--- config.mk ---
export PLATFORM = sky130hd
export DESIGN_NAME = interval_timer
export DESIGN_NICKNAME = d
export VERILOG_FILES = /design/src/rtl/timer_pkg.sv /design/src/rtl/timer_regs.sv /design/src/rtl/timer_counter.sv /design/src/rtl/timer_irq.sv /design/src/rtl/interval_timer.sv
export SDC_FILE = /design/constraint.sdc
export NUM_CORES = 1
export LEC_CHECK = 0
export CAP_MARGIN = 20
export CORE_MARGIN = 2
export CORE_UTILIZATION = 58
export DETAILED_ROUTE_END_ITERATION = 10
export GPL_ROUTABILITY_DRIVEN = 0
export HOLD_SLACK_MARGIN = 0.05
export PLACE_DENSITY = 0.86
export SLEW_MARGIN = 5
export SYNTH_ARGS = -nofsm -noshare
export SYNTH_HDL_FRONTEND = slang
export SYNTH_HIERARCHICAL = 1
export SYNTH_SLANG_ARGS = --single-unit
--- constraint.sdc ---
create_clock -name clk_i -period 4.9 [get_ports clk_i]
set_clock_uncertainty 0.1 [all_clocks]
set_input_delay 0.98 -clock clk_i [delete_from_list [all_inputs] [get_ports clk_i]]
set_output_delay 0.98 -clock clk_i [all_outputs]
set_load 0.005 [all_outputs]
--- src/rtl/timer_pkg.sv ---
package timer_pkg;
  localparam int unsigned OFF_LOAD  = 'h0;
  localparam int unsigned OFF_COUNT = 'h4;
  localparam int unsigned OFF_CTRL  = 'h8;
  localparam int unsigned OFF_ACK   = 'hC;

  localparam int unsigned BIT_RUN  = 0;
  localparam int unsigned BIT_MODE = 1;
  localparam int unsigned BIT_SEL  = 4;

  typedef struct packed {
    logic sel;   // 1: fast tick
    logic mode;  // 1: reload, 0: free-running
    logic run;
  } ctrl_t;
endpackage

--- src/rtl/timer_regs.sv ---
module timer_regs
  import timer_pkg::*;
#(
  parameter int unsigned DATA_W = 32,
  parameter int unsigned ADDR_W = 4
) (
  input  logic              clk_i,
  input  logic              rst_ni,
  input  logic [ADDR_W-1:0] addr_i,
  input  logic              we_i,
  input  logic [DATA_W-1:0] wdata_i,
  input  logic [DATA_W-1:0] count_i,
  output logic [DATA_W-1:0] rdata_o,
  output logic [DATA_W-1:0] load_o,
  output ctrl_t             ctrl_o,
  output logic              load_we_o,
  output logic              ack_we_o
);
  logic [DATA_W-1:0] load_q;
  ctrl_t             ctrl_q;
  logic              ctrl_we;

  assign load_we_o = we_i && (addr_i == ADDR_W'(OFF_LOAD));
  assign ctrl_we   = we_i && (addr_i == ADDR_W'(OFF_CTRL));
  assign ack_we_o  = we_i && (addr_i == ADDR_W'(OFF_ACK));

  always_ff @(posedge clk_i or negedge rst_ni) begin
    if (!rst_ni) begin
      load_q <= '0;
      ctrl_q <= '0;
    end else begin
      if (load_we_o) load_q <= wdata_i;
      if (ctrl_we) begin
        ctrl_q.run  <= wdata_i[BIT_RUN];
        ctrl_q.mode <= wdata_i[BIT_MODE];
        ctrl_q.sel  <= wdata_i[BIT_SEL];
      end
    end
  end

  always_comb begin
    rdata_o = '0;
    unique case (addr_i)
      ADDR_W'(OFF_LOAD):  rdata_o = load_q;
      ADDR_W'(OFF_COUNT): rdata_o = count_i;
      ADDR_W'(OFF_CTRL): begin
        rdata_o[BIT_RUN]  = ctrl_q.run;
        rdata_o[BIT_MODE] = ctrl_q.mode;
        rdata_o[BIT_SEL]  = ctrl_q.sel;
      end
      default: rdata_o = '0;
    endcase
  end

  assign load_o = load_q;
  assign ctrl_o = ctrl_q;
endmodule

--- src/rtl/timer_counter.sv ---
module timer_counter #(
  parameter int unsigned DATA_W = 32
) (
  input  logic              clk_i,
  input  logic              rst_ni,
  input  logic              load_we_i,
  input  logic [DATA_W-1:0] wdata_i,
  input  logic [DATA_W-1:0] load_i,
  input  logic              step_i,
  input  logic              reload_i,
  output logic [DATA_W-1:0] count_o,
  output logic              expire_o
);
  logic [DATA_W-1:0] cnt_q;
  logic              at_zero;

  assign at_zero  = (cnt_q == '0);
  assign expire_o = step_i && !load_we_i && (cnt_q == DATA_W'(1));

  always_ff @(posedge clk_i or negedge rst_ni) begin
    if (!rst_ni) begin
      cnt_q <= '0;
    end else if (load_we_i) begin
      cnt_q <= wdata_i;
    end else if (step_i) begin
      if (!at_zero)      cnt_q <= cnt_q - 1'b1;
      else if (reload_i) cnt_q <= load_i;
      else               cnt_q <= '1;
    end
  end

  assign count_o = cnt_q;
endmodule

--- src/rtl/timer_irq.sv ---
module timer_irq (
  input  logic clk_i,
  input  logic rst_ni,
  input  logic set_i,
  input  logic ack_i,
  output logic irq_o
);
  logic irq_q;

  // set beats a coincident acknowledge
  always_ff @(posedge clk_i or negedge rst_ni) begin
    if (!rst_ni)    irq_q <= 1'b0;
    else if (set_i) irq_q <= 1'b1;
    else if (ack_i) irq_q <= 1'b0;
  end

  assign irq_o = irq_q;
endmodule

--- src/rtl/interval_timer.sv ---
module interval_timer
  import timer_pkg::*;
#(
  parameter int unsigned DATA_W = 32,
  parameter int unsigned ADDR_W = 4
) (
  input  logic              clk_i,
  input  logic              rst_ni,
  input  logic [ADDR_W-1:0] addr_i,
  input  logic              we_i,
  input  logic [DATA_W-1:0] wdata_i,
  output logic [DATA_W-1:0] rdata_o,
  input  logic              tick_slow_i,
  input  logic              tick_fast_i,
  output logic              irq_o
);
  logic [DATA_W-1:0] load_q;
  logic [DATA_W-1:0] cnt_q;
  ctrl_t             ctrl_q;
  logic              load_we, ack_we, step, expire;

  timer_regs #(.DATA_W(DATA_W), .ADDR_W(ADDR_W)) u_regs (
    .clk_i     (clk_i),
    .rst_ni    (rst_ni),
    .addr_i    (addr_i),
    .we_i      (we_i),
    .wdata_i   (wdata_i),
    .count_i   (cnt_q),
    .rdata_o   (rdata_o),
    .load_o    (load_q),
    .ctrl_o    (ctrl_q),
    .load_we_o (load_we),
    .ack_we_o  (ack_we)
  );

  assign step = ctrl_q.run && (ctrl_q.sel ? tick_fast_i : tick_slow_i);

  timer_counter #(.DATA_W(DATA_W)) u_cnt (
    .clk_i     (clk_i),
    .rst_ni    (rst_ni),
    .load_we_i (load_we),
    .wdata_i   (wdata_i),
    .load_i    (load_q),
    .step_i    (step),
    .reload_i  (ctrl_q.mode),
    .count_o   (cnt_q),
    .expire_o  (expire)
  );

  timer_irq u_irq (
    .clk_i  (clk_i),
    .rst_ni (rst_ni),
    .set_i  (expire),
    .ack_i  (ack_we),
    .irq_o  (irq_o)
  );
endmodule

* Yosys cells after proc, flatten, opt, wreduce, memory -nomap -nowiden
Index checks and enable logic that the tools add are counted.
** Operators by class
- $add $sub $neg :: 1
- Eq/ne operators :: 4
- Muxes and demuxes :: 11
- Reduce and logical (&&, ||, !) cells :: 11
** Operators by type and width (number)
- $mux W32 :: 4
- $pmux W27 S2 :: 1
- $eq A32 B1 Y1 const B :: 1
- $logic_not A32 Y1 :: 1
- $sub A32 B1 Y32 const B :: 1
- $eq A4 B4 Y1 const B :: 2
- $logic_and A1 B1 Y1 :: 6
- $pmux W2 S3 :: 1
- $eq A4 B3 Y1 const B :: 1
- $logic_not A4 Y1 :: 1
- $pmux W2 S2 :: 1
- $reduce_bool A2 Y1 :: 2
- $mux W1 :: 3
- $pmux W1 S3 :: 1
- $logic_not A1 Y1 :: 1
** Storage, ports and cells
- Register bits after elaboration :: 68
- Bits of input ports :: 41
- Output and inout bits :: 33
- Word-level logic and storage cells :: 33

* Longest topological paths before layout
- Depth after elaboration :: 6
- Depth in mapped cells :: 11
- Mapped depth without buffers :: 8

* By module
The synthesis kept the hierarchy.
** Modules (own cells, without submodules)
- timer_counter :: instances 1, cells an instance 306, area an instance 2542.4 µm², sequential area each 800.8 µm²
- timer_regs :: instances 1, cells an instance 126, area an instance 1695.4 µm², sequential area each 875.8 µm²
- timer_irq :: instances 1, cells an instance 3, area an instance 36.3 µm², sequential area each 25.0 µm²
- interval_timer :: instances 1, cells an instance 2, area an instance 16.3 µm², sequential area each 0.0 µm²

* Least setup slack after synthesis
No wires, ideal clock.
- Path kind :: input to output
- Start point :: input addr_i[3]
- End point :: output rdata_o[17]
- Arrival :: 1.973 ns
- Data required time :: 3.820 ns
- Slack :: 1.847 ns
- Stages :: 5
- Buffers on the path :: 3
- Cell sequence :: buf_2 -> nor4_4 -> buf_2 -> buf_2 -> a22o_1
** Between the ends
- Cells in the longest elaborated chain, start to end :: 2
- Elaborated cells on any way between the ends :: 3
- Classes of those cells :: eq/ne: 1; mux: 1; reduce/logical: 1
** RTL lines
- from (decl) :: RTL line interval_timer.sv:9 : input logic [ADDR_W-1:0] addr_i,
- $eq A4 B3 Y1 or $logic_not A4 Y1 (tied branches) :: RTL line timer_regs.sv:43 : unique case (addr_i)
- $pmux W27 S2 * :: RTL line timer_regs.sv:43
- to (decl) :: RTL line interval_timer.sv:12 : output logic [DATA_W-1:0] rdata_o,
Every way passes the cells marked *; elsewhere a longest branch is shown, timed or not.

* Worst setup path in the final report
Same ends and word-level chain as after synthesis.

==> impl_metrics.json <==
{
  "status": "completed",
  "hold_viol": 0,
  "synth_ff_type": "dfrtp_1",
  "ant_nets": 0,
  "yosys.area_share.simple_pct": 19.39,
  "via_per_inst": 6.652,
  "die_w_um": 90.01,
  "ir_worst_vdd_mv": 0.2286,
  "via_count": 3998,
  "nNetsFinal": 540,
  "synth_mux_area_share_pct": 12.60,
  "fin_ws_ns": 0.8032,
  "synth_enable_flop_cells": 0,
  "die_h_um": 90.01,
  "setup_violations": 0,
  "cts_root_buf": "clkbuf_8",
  "antenna_cells": 0,
  "reg2reg_depth": 5,
  "preCtsSetupSlack_ns": 0.8102,
  "cp-end-kind": "output port",
  "power.leakage_nw": 2.030,
  "remaining_drc_errors": 0,
  "cp_max_fo": 30,
  "synth-adder-area-share_pct": 0.5833,
  "drtPass1Iterations": 6,
  "synth_top_family_by_area": "compound AO/OA/AOI/OAI gates",
  "n_fill_cell": 546,
  "critPathTopFamily": "buffers and inverters",
  "seq_area_frac_synth_pct": 39.66,
  "cts_max_level": 3,
  "clock_path_buffers": 2,
  "netlist_area_mm2": 0.004290,
  "layout_common_cells": "clkdlybuf4s50_1 (72), dfrtp_1 (68), a21oi_1 (31), o21ai_0 (31), a22o_1 (30)",
  "insertion_delay_ns": 0.35,
  "cp_num_buf_inv": 3,
  "syn_avg_cell_area_um2": 9.818,
  "synth_seq_cells": 68,
  "antenna_found_initial": 0,
  "synth_cell_types": 53,
  "critPathLaunchType": "input pin",
  "finalPower_w": 0.002278,
  "syn_inst": 437,
  "synth_nets": 480,
  "fmax_mhz": 244.1,
  "grt_max_degree": 39,
  "path_cells": "clkdlybuf4s50_1 -> nor4_4 -> buf_4 -> a22o_1 -> clkdlybuf4s50_1",
  "tightest_slew_ns": 0.8409,
  "cts_buffers": 9,
  "worstPathArrival_ns": 3.02,
  "utilization_pct": 72.53,
  "wl_um": 11610,
  "synth_compound_area_share_pct": 20.36,
  "critPathKind": "input pin to output port",
  "slew_viol_final": 0,
  "post-dp-hpwl_um": 7581,
  "slew_headroom_pct": 43.42,
  "min_path_type": "register to register",
  "slowest_stage": "clkdlybuf4s50_1",
  "yosys.area_share.xor_xnor_pct": 3.062,
  "cts_hold_buf": 0,
  "io_buffers": 73,
  "r2r_end": "u_cnt/count_o[10]$_DFFE_PN0P_",
  "area_delta_synth_final_pct": 21.96,
  "coreArea_mm2": 0.007214,
  "ys_async_sr_fraction_pct": 100.0,
  "hp-start": "u_irq/irq_o$_DFFE_PN0P_",
  "max_stage_delay_ns": 0.60,
  "postCtsSetupRepairBufs": 0,
  "start_util_pct": 59.47,
  "cts_tree": "yes",
  "grtUsageTotal_pct": 29.55,
  "post-route-min-period_ns": 4.097,
  "ios": 74,
  "crit_cells": 5,
  "crit_path_frequent_cell": "clkdlybuf4s50_1",
  "clock-sinks": 68,
  "powerDensity_mw_per_mm2": 435.3,
  "ctsResizeCount": 0,
  "grt_overflow": 0,
  "maxCapViolations": 0,
  "die_area_mm2": 0.008101,
  "yosysWarningCount": 6,
  "core.rowCount": 31,
  "drive_gt1_share_pct": 8.367,
  "avgRoutedWirePerCell_um": 19.32,
  "cp-endpoint": "rdata_o[17]",
  "clkTransAtPathRegs_ns": 0.07,
  "final_common_cell": "clkdlybuf4s50_1",
  "grt_pass1_wl_um": 19350,
  "grt_pass1_vias": 3833,
  "crit_start": "addr_i[3]",
  "tns_ns": 0,
  "timing.final.crit_share_pct": 83.61,
  "whs_ns": 0.3855,
  "drt-initial-drc-count": 400,
  "critPathRequiredTime_ns": 3.82,
  "rsz0062_at_grt": "false",
  "reg2reg_slack_ns": 1.32,
  "r2r_start": "u_cnt/count_o[20]$_DFFE_PN0P_"
}
[worst min path at each step]
stage,end,slack (ns),cells past startpoint
detailed placement,u_irq/irq_o$_DFFE_PN0P_,0.37,1
finish,u_irq/irq_o$_DFFE_PN0P_,0.39,1
global placement,u_irq/irq_o$_DFFE_PN0P_,0.37,1
CTS,u_irq/irq_o$_DFFE_PN0P_,0.39,1
floorplan,u_irq/irq_o$_DFFE_PN0P_,0.38,1
global route,u_irq/irq_o$_DFFE_PN0P_,0.41,1
[where the power goes]
group	internal (W)	total, W	switching (W)
logic	0.000423	0.000876	0.000453
registers	0.000743	0.000995	0.000252
clock network	0.000197	0.000407	0.000210
total	0.00136	0.00228	0.000915
[synth_stat cells (5+ instances only)]
master | count | area share (%)
nor3b_1 | 27 | 4.7
mux2_2 | 11 | 2.9
dfrtp_1 | 68 | 40
xnor2_1 | 10 | 2.0
nor3_1 | 13 | 1.5
a221o_1 | 5 | 1.2
a21oi_1 | 31 | 3.6
nor2_1 | 20 | 1.7
nand3_1 | 8 | 0.93
mux2_1 | 29 | 7.6
a22o_1 | 30 | 6.1
or4_1 | 7 | 1.2
nand2_1 | 15 | 1.3
o31ai_1 | 9 | 1.6
inv_1 | 10 | 0.87
o211ai_1 | 5 | 0.87
buf_2 | 11 | 1.3
clkbuf_1 | 20 | 1.7
o21ai_0 | 31 | 3.6
nor4_1 | 7 | 1.0
mux2i_1 | 9 | 2.1
xor2_1 | 5 | 1.0
[layer usage]
metal | vias up | GRT usage (%) | wire (µm)
met3 | 36 | 6.454 | 818
met4 | 0 | 10.64 | 301
li1 | 1777 | - | -
met2 | 220 | 48.25 | 5630
met1 | 1965 | 38.93 | 4860
met5 | - | 0 | 0
[registers in the layout (all words and copies together), names as in the netlist]
name,cells
u_cnt/count_o,32
u_regs/load_o,32
u_regs/ctrl_o,3
u_irq/irq_o,1
[layout make-up]
cell class              count  area (µm²)  share of cell area, %
clock buffers              14       152.6                  2.917
inverters                  10       37.54                 0.7174
flip-flops and latches     68        1702                  32.52
repair buffers             82       793.3                  15.16
clock inverters             2       10.01                 0.1913
multi-input cells         326        2414                  46.13
well taps                  99       123.9                  2.367
[cells by family after synthesis]
| logic type | Yosys count |
|---|---|
| AO/OA/AOI/OAI | 130 |
| flip-flops | 68 |
| buffers and inverters | 43 |
| XOR/XNOR | 15 |
| adder cells (fa/ha/maj) | 2 |
| multiplexers | 49 |
| AND/OR/NAND/NOR | 130 |
[metrics by stage]
| step | std cells | instance area [µm²] |
|---|---|---|
| 2_1_floorplan | 437 | 4290 |
| 3_3_place_gp | 585 | 5070 |
| 3_5_place_dp | 585 | 5070 |
| 4_1_cts | 601 | 5233 |
| 5_1_grt | 601 | 5233 |
| 6_report | 601 | 5233 |
(Power assumes the default switching activity.)
